--- src/rtl/spi_eng_pkg.sv ---
package spi_eng_pkg;

    localparam int DIV_W = 3;

    // configuration word bit positions decoded by the register block
    localparam int CFG_W      = 17;
    localparam int CB_EN      = 0;
    localparam int CB_CPOL    = 1;
    localparam int CB_CPHA    = 2;
    localparam int CB_DIV_LO  = 3;
    localparam int CB_MAN_EN  = 15;
    localparam int CB_TRIG    = 16;

    typedef enum logic {
        ST_IDLE,
        ST_SHIFT
    } eng_state_e;

    typedef struct packed {
        logic             cpol;
        logic             cpha;
        logic [DIV_W-1:0] div;
    } mode_t;

endpackage

--- src/rtl/spi_cfg_latch.sv ---
module spi_cfg_latch
    import spi_eng_pkg::*;
(
    input  logic             clk,
    input  logic             rst_n,
    input  logic             en_i,
    input  logic             cpol_i,
    input  logic             cpha_i,
    input  logic [DIV_W-1:0] div_i,
    output logic             en_o,
    output mode_t            mode_o
);

    typedef struct packed {
        logic  en;
        mode_t mode;
    } latch_t;

    latch_t r_d, r_q;

    always_comb begin
        r_d    = r_q;
        r_d.en = en_i;
        // capture only on the disable-to-enable transition
        if (en_i && !r_q.en) begin
            r_d.mode.cpol = cpol_i;
            r_d.mode.cpha = cpha_i;
            r_d.mode.div  = (div_i == '0) ? DIV_W'(1) : div_i;
        end
    end

    always_ff @(posedge clk or negedge rst_n) begin
        if (!rst_n) begin
            r_q.en        <= 1'b0;
            r_q.mode.cpol <= 1'b0;
            r_q.mode.cpha <= 1'b0;
            r_q.mode.div  <= DIV_W'(1);
        end else begin
            r_q <= r_d;
        end
    end

    assign en_o   = r_q.en;
    assign mode_o = r_q.mode;

endmodule

--- src/rtl/spi_clk_div.sv ---
module spi_clk_div
    import spi_eng_pkg::*;
(
    input  logic             clk,
    input  logic             rst_n,
    input  logic             run_i,
    input  logic             restart_i,
    input  logic [DIV_W-1:0] div_i,
    output logic             tick_o
);

    localparam int CNT_W = 1 << DIV_W;

    logic [CNT_W-1:0] cnt_d, cnt_q;
    logic [CNT_W-1:0] half_m1;

    always_comb begin
        half_m1 = (CNT_W'(1) << div_i) - CNT_W'(1);
        tick_o  = run_i && (cnt_q == half_m1);
        if (!run_i || restart_i || tick_o)
            cnt_d = '0;
        else
            cnt_d = cnt_q + CNT_W'(1);
    end

    always_ff @(posedge clk or negedge rst_n) begin
        if (!rst_n) cnt_q <= '0;
        else        cnt_q <= cnt_d;
    end

endmodule

--- src/rtl/spi_shifter.sv ---
module spi_shifter
    import spi_eng_pkg::*;
#(
    parameter int WORD_W = 8
) (
    input  logic              clk,
    input  logic              rst_n,
    input  logic              en_i,
    input  mode_t             mode_i,
    input  logic              tick_i,
    input  logic              man_en_i,
    input  logic              trig_i,
    input  logic [WORD_W-1:0] tx_data_i,
    input  logic              tx_valid_i,
    output logic              tx_ready_o,
    output logic [WORD_W-1:0] rx_data_o,
    output logic              rx_valid_o,
    input  logic              miso_i,
    output logic              sclk_o,
    output logic              mosi_o,
    output logic              busy_o,
    output logic              run_o,
    output logic              restart_o,
    output logic              armed_o
);

    localparam int EDGES  = 2 * WORD_W;
    localparam int EDGE_W = $clog2(EDGES);
    localparam logic [EDGE_W-1:0] LAST_EDGE = EDGE_W'(EDGES - 1);

    typedef struct packed {
        eng_state_e        st;
        logic              sclk;
        logic              mosi;
        logic              busy;
        logic              armed;
        logic [EDGE_W-1:0] edge_n;
        logic [WORD_W-1:0] tx_sr;
        logic [WORD_W-1:0] rx_sr;
        logic [WORD_W-1:0] rx_data;
        logic              rx_valid;
    } shf_t;

    shf_t s_d, s_q;

    logic              can_go;
    logic              lead;
    logic              sample;
    logic [WORD_W-1:0] rx_next;

    always_comb begin
        s_d          = s_q;
        s_d.rx_valid = 1'b0;
        tx_ready_o   = 1'b0;
        restart_o    = 1'b0;
        lead         = ~s_q.edge_n[0];
        sample       = lead ^ mode_i.cpha;
        rx_next      = sample ? {s_q.rx_sr[WORD_W-2:0], miso_i} : s_q.rx_sr;

        if (man_en_i && trig_i)
            s_d.armed = 1'b1;
        can_go = tx_valid_i && (!man_en_i || s_q.armed);

        if (!en_i) begin
            s_d.st    = ST_IDLE;
            s_d.sclk  = mode_i.cpol;
            s_d.busy  = 1'b0;
            s_d.armed = 1'b0;
        end else begin
            if (s_q.st == ST_IDLE)
                s_d.sclk = mode_i.cpol;
            if (s_q.st == ST_SHIFT && tick_i) begin
                s_d.sclk   = ~s_q.sclk;
                s_d.busy   = 1'b1;
                s_d.edge_n = s_q.edge_n + EDGE_W'(1);
                s_d.rx_sr  = rx_next;
                if (!sample && s_q.edge_n != LAST_EDGE) begin
                    s_d.mosi  = s_q.tx_sr[WORD_W-1];
                    s_d.tx_sr = s_q.tx_sr << 1;
                end
                if (s_q.edge_n == LAST_EDGE) begin
                    s_d.rx_data  = rx_next;
                    s_d.rx_valid = 1'b1;
                    if (!can_go) begin
                        s_d.st    = ST_IDLE;
                        s_d.busy  = 1'b0;
                        s_d.armed = 1'b0;
                    end
                end
            end
            // pull the next word when idle or right after a word's last edge
            if (can_go && (s_q.st == ST_IDLE ||
                           (tick_i && s_q.edge_n == LAST_EDGE))) begin
                tx_ready_o = 1'b1;
                restart_o  = 1'b1;
                s_d.st     = ST_SHIFT;
                s_d.edge_n = '0;
                s_d.sclk   = mode_i.cpol;
                if (!mode_i.cpha) begin
                    s_d.mosi  = tx_data_i[WORD_W-1];
                    s_d.tx_sr = tx_data_i << 1;
                end else begin
                    s_d.tx_sr = tx_data_i;
                end
            end
        end
    end

    always_ff @(posedge clk or negedge rst_n) begin
        if (!rst_n) begin
            s_q.st       <= ST_IDLE;
            s_q.sclk     <= 1'b0;
            s_q.mosi     <= 1'b0;
            s_q.busy     <= 1'b0;
            s_q.armed    <= 1'b0;
            s_q.edge_n   <= '0;
            s_q.tx_sr    <= '0;
            s_q.rx_sr    <= '0;
            s_q.rx_data  <= '0;
            s_q.rx_valid <= 1'b0;
        end else begin
            s_q <= s_d;
        end
    end

    assign run_o      = (s_q.st == ST_SHIFT) && en_i;
    assign sclk_o     = s_q.sclk;
    assign mosi_o     = s_q.mosi;
    assign busy_o     = s_q.busy;
    assign armed_o    = s_q.armed;
    assign rx_data_o  = s_q.rx_data;
    assign rx_valid_o = s_q.rx_valid;

endmodule

--- src/rtl/spi_shift_engine.sv ---
module spi_shift_engine
    import spi_eng_pkg::*;
#(
    parameter int WORD_W = 8
) (
    input  logic              clk,
    input  logic              rst_n,
    input  logic [CFG_W-1:0]  cfg_i,
    input  logic [WORD_W-1:0] tx_data_i,
    input  logic              tx_valid_i,
    output logic              tx_ready_o,
    output logic [WORD_W-1:0] rx_data_o,
    output logic              rx_valid_o,
    output logic              sclk_o,
    output logic              mosi_o,
    input  logic              miso_i,
    output logic              busy_o
);

    logic  en_q;
    mode_t mode_l;
    logic  tick;
    logic  run;
    logic  restart;
    logic  armed_w;
    logic  unused_cfg;

    assign unused_cfg = ^cfg_i[CB_MAN_EN-1:CB_DIV_LO+DIV_W];

    spi_cfg_latch u_latch (
        .clk    (clk),
        .rst_n  (rst_n),
        .en_i   (cfg_i[CB_EN]),
        .cpol_i (cfg_i[CB_CPOL]),
        .cpha_i (cfg_i[CB_CPHA]),
        .div_i  (cfg_i[CB_DIV_LO +: DIV_W]),
        .en_o   (en_q),
        .mode_o (mode_l)
    );

    spi_clk_div u_div (
        .clk       (clk),
        .rst_n     (rst_n),
        .run_i     (run),
        .restart_i (restart),
        .div_i     (mode_l.div),
        .tick_o    (tick)
    );

    spi_shifter #(.WORD_W(WORD_W)) u_shf (
        .clk        (clk),
        .rst_n      (rst_n),
        .en_i       (en_q),
        .mode_i     (mode_l),
        .tick_i     (tick),
        .man_en_i   (cfg_i[CB_MAN_EN]),
        .trig_i     (cfg_i[CB_TRIG]),
        .tx_data_i  (tx_data_i),
        .tx_valid_i (tx_valid_i),
        .tx_ready_o (tx_ready_o),
        .rx_data_o  (rx_data_o),
        .rx_valid_o (rx_valid_o),
        .miso_i     (miso_i),
        .sclk_o     (sclk_o),
        .mosi_o     (mosi_o),
        .busy_o     (busy_o),
        .run_o      (run),
        .restart_o  (restart),
        .armed_o    (armed_w)
    );

endmodule

--- config.mk ---
export PLATFORM = sky130hd
export DESIGN_NAME = spi_shift_engine
export DESIGN_NICKNAME = d
export VERILOG_FILES = /design/src/rtl/spi_eng_pkg.sv /design/src/rtl/spi_cfg_latch.sv /design/src/rtl/spi_clk_div.sv /design/src/rtl/spi_shifter.sv /design/src/rtl/spi_shift_engine.sv
export SDC_FILE = /design/constraint.sdc
export NUM_CORES = 1
export LEC_CHECK = 0
export BUFFER_PORTS_ARGS = -buffer_cell sky130_fd_sc_hd__buf_2
export CAP_MARGIN = 40
export CELL_PAD_IN_SITES_DETAIL_PLACEMENT = 0
export CELL_PAD_IN_SITES_GLOBAL_PLACEMENT = 2
export CORE_MARGIN = 5
export CORE_UTILIZATION = 30
export CTS_BUF_LIST = sky130_fd_sc_hd__clkbuf_8
export DETAILED_ROUTE_END_ITERATION = 8
export PLACE_DENSITY = 0.7
export SYNTH_ARGS = -nofsm -noshare
export SYNTH_HDL_FRONTEND = slang
export SYNTH_SLANG_ARGS = --single-unit
--- constraint.sdc ---
create_clock -name clk -period 3.2 [get_ports clk]
set_input_delay 0.16 -clock clk [delete_from_list [all_inputs] [get_ports clk]]
set_output_delay 0.16 -clock clk [all_outputs]
set_load 0.01 [all_outputs]
==> reports/qor.yml, run 1 <==
n_antenna_cell: 0
cp_slowest_cell: "dfstp_2"
die_w_um: 102
outcome: "finished, final reports clean"
cap_violations: 0
synth_edf_count: 0
area_growth_syn_to_layout_pct: 11.8
yosysMostFrequentCell: "dfrtp_1"
synth.avg_cell_area_um2: 10.7
async_flop_share_pct: 100
ir_worst_vdd_mv: 0.215
drt_pass1_iterations: 4
wl_um: 5060
postRouteAntennaNets: 0
tns_ps: 0
cp-start-kind: "register"
crit_path_end_kind: "output pin"
r2r_cells: 6
slew_headroom_pct: 48.5
worst_pin_slew_ps: 769
crit_family: "compound AO/OA/AOI/OAI gates"
io_buffer_count: 32
cts_tree: "built"
cts_resized: 0
rrSetupSlack_ps: 780
n_fill_cell: 839
grt_pass1_vias: 1749
powerDensity_nw_per_um2: 441
syn_nets: 267
vias: 1782
gp_congestion: 0.713
grt_pass1_wl_um: 8670
regToRegEndpoint: "u_shf.s_q[17]"
cp.arrival_ps: 2410
grtUsageTotal_pct: 10.5
initial_core_util_pct: 30.8
path_cells: "nor3_1 -> a22oi_1 -> a22oi_4 -> a21oi_2 -> nor2_1 -> buf_2"
die_h_um: 102
power_leakage_nw: 1.27
grt_max_degree: 33
ys_seq_elements: 48
cp_num_buf_inv: 1
rows: 33
drc: 0
ys_seq_area_share_pct: 47.6
r2r_start: "u_latch.mode_o[0]"
rsz0062_at_grt: "no"
cts_hold_buf: 2
fmax_ghz: 0.389
cts_root_buf: "clkbuf_8"
drive_above_1_share_pct: 21.9
viasPerCell: 4.88
grt_antenna_before_repair: 0
numCtsBuffers: 5
final_nets: 290
synth_top_cells_by_area: "dfrtp_1 (47%), mux2i_1 (8.3%), mux2_1 (4.0%), nor2_1 (3.9%), buf_4 (2.7%)"
core-area_um2: 8220
synth_common_cells: "dfrtp_1 (47), nor2_1 (26), mux2i_1 (21), inv_1 (14), a21oi_1 (13)"
min_to: "u_latch.mode_o[3]"
fin_util_pct: 34.4
hold_depth: 2
yosys_warnings: 0
clock_latency_ps: 300
netlist_area_um2: 2530
post_drt_wl_per_cell_um: 13.9
crit_type: "register to output pin"
setup_viol: 0
critPathLaunch: "u_latch.mode_o[0]"
skew_ps: 8.75
cts_buffer_depth: 2
worstPathMaxFanout: 13
clock-sinks: 48
detail_route.iter0.violations: 99
synth_top_area_share_pct: 46.5
synth_cell_types: 52
htreeDepth: 2
timing.final.crit_share_pct: 80.4
dieArea_um2: 10400
postCtsSetupRepairBufs: 0
globalRouteOverflowTotal: 0
synth_flop_cell: "dfrtp_1"
syn_inst: 236
ios: 42
max_stage_delay_ps: 610
slew_violations: 0
hold_start: "cfg_i[2]"
dp_hpwl_um: 3620
cp_data_required_time_ps: 3040
clk_pin_slew_worst_paths_ps: 90
min_path_type: "primary input to register"
final-hold-violation-count: 0
synth_area_leader_cell: "dfrtp_1"
period_needed_ps: 2570
[logic make-up (layout without fill, tap and decap cells)]
logic type / after synthesis / after routing / synth area share, %
simple gates: 63 / 63 / 12.9
flops: 48 / 48 / 47.6
compound gates: 45 / 45 / 13.8
mux: 35 / 35 / 14.5
buf+inv: 35 / 59 / 7.17
xor+xnor: 8 / 8 / 3.07
fa+ha+maj: 2 / 2 / 0.989
[metrics by stage]
step,setup WS (ps),std cells,hold slack (ps),cell area [um2],total power [W]
detailed placement,773,355,284,2710,0.000881
global route,383,365,67.6,2830,0.00132
finish,627,365,81.4,2830,0.00125
CTS,579,365,75.9,2830,0.00127
floorplan,1180,236,-136,2530,0.000817
global placement,797,355,280,2710,0.000878
[worst max path at each step]
stage	cells after the start	slack [ps]	to
finish	6	630	tx_ready_o
global route	6	380	tx_ready_o
global placement	6	800	u_shf.s_q[17]
floorplan	7	1180	u_shf.s_q[24]
detailed placement	6	770	u_shf.s_q[17]
CTS	6	580	tx_ready_o
[state kept, by name, indices dropped and copies added (netlist names)]
signal	count
u_shf.s_q	21
u_div.cnt_q	8
u_shf.rx_data_o	8
u_latch.mode_o	5
u_latch.en_o	1
u_shf.armed_o	1
u_shf.busy_o	1
u_shf.mosi_o	1
u_shf.rx_valid_o	1
u_shf.sclk_o	1
[metal layers]
| metal | part of all wire, % | track usage (%) |
|---|---|---|
| met5 | 0 | 0 |
| met4 | 1.1 | 2.72 |
| met3 | 5.4 | 2.46 |
| met2 | 44 | 16.1 |
| met1 | 49 | 14.9 |
[placed cells by master (no fill, tap or decap), drive strengths merged, types with 2 or more instances in the layout]
cell type    Yosys  layout
ha               2       2
nor2            26      26
clkinvlp         0       2
dlygate4sd3      0       2
inv             14      14
o2111ai          2       2
xor2             4       4
nand2            5       5
mux2i           21      21
a31oi            3       3
o32a             6       6
nor4             3       3
a21oi           14      14
xnor2            4       4
and3             4       4
buf             18      34
nor3             3       3
a22oi            3       3
nand3           11      11
or4              3       3
a221oi           2       2
dfrtp           47      47
mux2            14      14
clkbuf           2       6
and2             2       2
o31ai            2       2
nor2b            2       2
o21ai            6       6
[worst register-to-register path, delay by kind of cell (launching register included)]
| kind | cells | cell delay, ps |
|---|---|---|
| mux | 1 | 350 |
| flops | 1 | 610 |
| compound gates | 4 | 1270 |
| simple gates | 1 | 80 |
[layout make-up]
cell class                      count  area [um2]  area share [%]
Tap cell                          105         131            4.65
Multi-Input combinational cell    153        1140            40.5
Clock inverter                      2        15.0           0.531
Clock buffer                        6        82.6            2.92
Inverter                           15        56.3            1.99
Sequential cell                    48        1200            42.5
Timing Repair Buffer               36         195            6.90
[power breakdown]
group	leakage [nW]	total [W]	switching [W]	internal (W)
Combinational	0.590	0.000180	0.0000958	0.0000845
Sequential	0.635	0.000686	0.0000434	0.000642
Clock	0.0434	0.000382	0.000207	0.000175
Power figures use the tool's default switching activity.
==> run 2, diff against run 1 <==
clock period = 2.5 ns   (was 3.2 ns; I/O delays follow)
==> run 2 against run 1 <==
Wire length grew 5.5%. Clock power is 30% higher. Total power up 30%. Largest cell class unchanged.
==> reports/qor.yml, run 2 (same netlist as run 1, synthesis figures left out) <==
outcome: "finished, final reports clean"
setup_viol: 0
cp_slowest_cell: "dfstp_2"
fmax_ghz: 0.434
gp_congestion: 0.727
drt_pass1_iterations: 4
dp_hpwl_um: 3860
crit_type: "register to output pin"
htreeDepth: 2
min_path_type: "primary input to register"
clock-sinks: 48
drc: 0
initial_core_util_pct: 30.8
grt_pass1_vias: 1806
cts_buffer_depth: 2
path_cells: "xnor2_1 -> a221oi_2 -> nor4_2 -> a21oi_4 -> nor2_2 -> buf_2"
slew_violations: 0
layout_commonest_cell: "dfrtp_1"
rrSetupSlack_ps: 210
ir_worst_vdd_mv: 0.241
tns_ps: 0
vias: 1816
fin_util_pct: 35.3
cp_num_buf_inv: 1
final_cell_mix: "dfrtp_1 (47), buf_2 (32), nor2_1 (25)"
n_fill_cell: 838
ios: 42
cts_tree: "built"
die_w_um: 102
rsz0062_at_grt: "no"
area_growth_syn_to_layout_pct: 14.6
top_register: "u_shf.s_q"
wl_um: 5330
max_stage_delay_ps: 620
placed_cell_area_um2: 2770
rows: 33
core-area_um2: 8220
n_antenna_cell: 0
cp.arrival_ps: 2180
skew_ps: 12.8
finalPower_w: 0.00162
worst_pin_slew_ps: 731
period_needed_ps: 2310
dieArea_um2: 10400
slew_headroom_pct: 51.0
cts_root_buf: "clkbuf_8"
grt_antenna_before_repair: 0
cp_data_required_time_ps: 2380
drive_above_1_share_pct: 24.6
grt_pass1_wl_um: 8860
grtUsageTotal_pct: 10.8
grt_max_degree: 32
final_nets: 298
postRouteAntennaNets: 0
design_area_um2: 2900
worstPathMaxFanout: 13
globalRouteOverflowTotal: 0
powerDensity_nw_per_um2: 558
cp-start-kind: "register"
postCtsSetupRepairBufs: 0
power_leakage_nw: 1.31
cap_violations: 0
numCtsBuffers: 5
die_h_um: 102
post_drt_wl_per_cell_um: 14.3
timing.final.crit_share_pct: 92.3
crit_family: "simple AND/OR/NAND/NOR gates"
viasPerCell: 4.87
clk_pin_slew_worst_paths_ps: 100
final-hold-violation-count: 0
detail_route.iter0.violations: 104
crit_path_end_kind: "output pin"
clock_latency_ps: 310
largest_reg_flops: 21
io_buffer_count: 32
## run 2: cell types whose count changed in the layout (fill, tap and decap cells not counted), sizes merged
| cell | change |
|---|---|
| buf | +8 |
## run 2: area by class of cell
type,instances,area [um2],area share (%)
multi-input cells,153,1150,39.9
clock buffers,6,82.6,2.85
inverters,15,56.3,1.94
flip-flops and latches,48,1200,41.5
well taps,105,131,4.53
repair buffers,44,255,8.81
clock inverters,2,15.0,0.518
## run 2: worst paths after layout
check                                   from           endpoint  cells after the start
max                        u_latch.mode_o[0]         tx_ready_o                      6
min                                 cfg_i[1]  u_latch.mode_o[4]                      2
max reg2reg                u_latch.mode_o[0]      u_shf.s_q[12]                      6
min reg2reg                    u_shf.s_q[16]      u_shf.s_q[16]                      1
max in group asynchronous              rst_n      u_shf.s_q[26]                      3
min in group asynchronous              rst_n     u_div.cnt_q[1]                      2
## run 2: worst register-to-register path, cell delays in order (launching register included)
cell and delay, ps:
dfstp_2 620, nor3_1 80, nand4bb_1 260, a22oi_4 340
and2_1 330, nand2_2 190, mux2_1 370
## run 2: timing repair
item                                    4_1_cts  5_1_grt
endpoints found under the setup margin        1        1
hold buffers                                  2        0
endpoints found under the hold margin        29        0
resized for setup                             1        1
## run 2: per-stage QoR
stage                     hold slack [ps]  setup slack, ps  std cells
after floorplan                      -171              476        236
after global placement                237              199        363
after detailed placement              241              139        363
after CTS                            36.2             92.4        373
after global routing                 36.4             1.91        373
final                                39.0              193        373
## run 2: metal layers
metal | global-route usage [%] | part of all wire [%] | routed length (um) | vias up
met5 | 0 | 0 | 0 | -
met4 | 3.03 | 0.43 | 23 | 0
met2 | 16.9 | 44 | 2350 | 33
li1 | - | - | - | 896
met1 | 14.9 | 51 | 2740 | 883
met3 | 2.59 | 4.2 | 223 | 4
## run 2: where the power goes
part           switching, W  total, W  internal [W]  leakage, nW
Sequential        0.0000425  0.000865      0.000822        0.635
Clock              0.000271  0.000495      0.000224       0.0434
Combinational      0.000139  0.000257      0.000118        0.629
Total              0.000452   0.00162       0.00116         1.31
==> run 3, diff against run 2 <==
ABC_AREA = 1   (was default)
BUFFER_PORTS_ARGS = -buffer_cell sky130_fd_sc_hd__clkbuf_2   (was -buffer_cell sky130_fd_sc_hd__buf_2)
PLACE_DENSITY = 0.78   (was 0.7)
==> run 3 against run 2 <==
Clock skew fell by 6.0 ps. Sequential cell count did not move. Critical endpoint unchanged. Sequential power rose by 0.7%. Design area rose by 4.9%. Die area rose by 4.7%. Clock power rose by 16%. Area after synthesis rose by 5.2%. Non-clock buffer count fell by 1. Critical path depth rose by 5. Register-to-register slack improved by 260 ps. Critical path type unchanged. Utilization fell by 0.23 points.
==> reports/qor.yml, run 3 <==
outcome: "finished, final reports clean"
cp.arrival_ps: 2190
die_w_um: 104
multi_input_area_um2: 1180
r2r_cells: 11
grtUsageTotal_pct: 11.6
synth.avg_cell_area_um2: 7.19
grt_pass1_wl_um: 10500
netlist_area_um2: 2660
yosysMostFrequentCell: "nand2_1"
grt_pass1_vias: 2093
htreeDepth: 2
timing.final.crit_share_pct: 92.6
hold_depth: 3
final_nets: 433
cts_root_buf: "clkbuf_8"
setup_ws_ps: 184
clock-sinks: 48
clock_latency_ps: 300
fin_util_pct: 35.0
largest_reg_flops: 21
synthAdderAreaFrac_pct: 0.941
ys_seq_elements: 48
finalPower_w: 0.00171
synth_edf_count: 0
powerDensity_nw_per_um2: 563
grt_max_degree: 34
wl_um: 6260
cp_data_required_time_ps: 2380
hold_start: "cfg_i[3]"
synth_area_leader_cell: "dfrtp_1"
post_drt_wl_per_cell_um: 12.2
layout_commonest_cell: "nand2_1"
r2r_start: "u_latch.mode_o[0]"
min_path_type: "primary input to register"
synthXorXnorAreaFrac_pct: 0.659
cts_tree: "built"
globalRouteOverflowTotal: 0
n_fill_cell: 969
synth_compound_area_share_pct: 7.24
drive_above_1_share_pct: 16.4
postRouteAntennaNets: 0
synthSimpleGateAreaFrac_pct: 34.7
fmax_ghz: 0.432
synth_flop_cell: "dfrtp_1"
n_antenna_cell: 0
regToRegEndpoint: "u_shf.s_q[23]"
regArea_um2: 1200
synth_mux_area_share_pct: 0.423
die_h_um: 104
numCtsBuffers: 5
final_cell_mix: "nand2_1 (160), dfrtp_1 (46), inv_1 (41)"
dp_hpwl_um: 4600
grt_antenna_before_repair: 0
gp_congestion: 0.728
drt_pass1_iterations: 4
io_buffer_count: 32
cp-start-kind: "register"
rows: 34
drc: 0
worstPathMaxFanout: 13
ir_worst_vdd_mv: 0.192
synth_top_cells_by_area: "dfrtp_1 (44%), nand2_1 (23%), inv_1 (5.8%), o21ai_0 (4.0%), nand3_1 (3.6%)"
synth_top_family_by_area: "simple AND/OR/NAND/NOR gates"
detail_route.iter0.violations: 100
top_register: "u_shf.s_q"
syn_inst: 370
tns_ps: 0
cap_violations: 0
vias: 2234
syn_nets: 401
clk_pin_slew_worst_paths_ps: 90
crit_path_end_kind: "output pin"
min_to: "u_latch.mode_o[0]"
slew_violations: 0
dieArea_um2: 10900
power_leakage_nw: 1.63
synth_top_area_share_pct: 44.2
crit_type: "register to output pin"
final-hold-violation-count: 0
ys_seq_area_share_pct: 45.2
slew_headroom_pct: 71.4
skew_ps: 6.79
worst_pin_slew_ps: 430
rrSetupSlack_ps: 470
async_flop_share_pct: 100
ios: 42
synth_cell_types: 32
viasPerCell: 4.37
initial_core_util_pct: 30.7
setup_viol: 0
period_needed_ps: 2320
core-area_um2: 8680
cts_buffer_depth: 2
area_growth_syn_to_layout_pct: 14.3
yosys_warnings: 0
synth_common_cells: "nand2_1 (160), dfrtp_1 (47), inv_1 (41), nor2_1 (24), o21ai_0 (21)"
pre_cts_slack_ps: 314
[run 3: cell count changes after synthesis, sizes merged, moves of 6 or more]
cell / previous run / this run
nand2: 5 / 164
inv: 14 / 43
mux2i: 21 / 0
o21ai: 6 / 22
mux2: 14 / 1
nand3: 11 / 20
a21oi: 14 / 7
o32a: 6 / 0
[run 3: area by class of cell]
cell class	count	area share [%]
Clock buffer	5	2.26
Clock inverter	3	1.40
Inverter	44	5.43
Multi-Input combinational cell	260	38.7
Sequential cell	48	39.6
Tap cell	108	4.44
Timing Repair Buffer	43	8.15
[run 3: worst max path at each step]
stage / start / to / slack [ps]
after CTS: u_latch.mode_o[0] / tx_ready_o / 20
after global placement: u_latch.mode_o[0] / u_shf.s_q[18] / 330
after detailed placement: u_latch.mode_o[0] / u_shf.s_q[23] / 310
after floorplan: u_latch.mode_o[0] / u_shf.sclk_o / 790
final: u_latch.mode_o[0] / tx_ready_o / 180
after global routing: u_latch.mode_o[0] / tx_ready_o / -3
[run 3: routing by layer]
layer  part of all wire (%)  up-vias  GRT usage, %  routed length (um)
met2                     45       28          16.9                2800
li1                       -     1192             -                   -
met4                    1.4        0          3.61                  85
met5                      0        -             0                   0
met3                    3.1        7          2.36                 191
met1                     51     1007          17.3                3180
[run 3: report_power, final]
group	internal (W)	total, W	switching [W]
clock network	0.000296	0.000574	0.000277
registers	0.000825	0.000871	0.0000466
logic	0.0000955	0.000266	0.000171
total	0.00122	0.00171	0.000495
[run 3: per-stage QoR]
stage / hold WS, ps / instance area (um2) / instances
after floorplan: -171 / 2660 / 370
after global placement: 88.9 / 2880 / 499
after detailed placement: 89.4 / 2880 / 499
after CTS: 47.4 / 3020 / 509
after global routing: 64.3 / 3040 / 511
final: 48.8 / 3040 / 511
[run 3: critical path: stages, from the launching register on]
cell	delay, ps
dfstp_2	580
nand2_1	80
o21ai_1	120
nand2_1	70
nor2_2	200
nand4_4	180
nand2_8	140
nand2_4	130
inv_1	120
nand2_1	50
inv_1	70
clkbuf_2	130
[run 3: what timing repair did]
action	4_1_cts	5_1_grt
pin swaps	0	1
hold buffers	2	0
endpoints found under the hold margin	15	0
gates resized for setup	1	1
endpoints found under the setup margin	1	1
setup buffers	0	2
[run 3: cell families (layout without fill, tap and decap cells)]
kind of cell / Yosys count / in the layout
fa+ha+maj: 2 / 2
xor+xnor: 2 / 2
compound gates: 34 / 34
buf+inv: 62 / 95
flops: 48 / 48
simple gates: 221 / 221
mux: 1 / 1
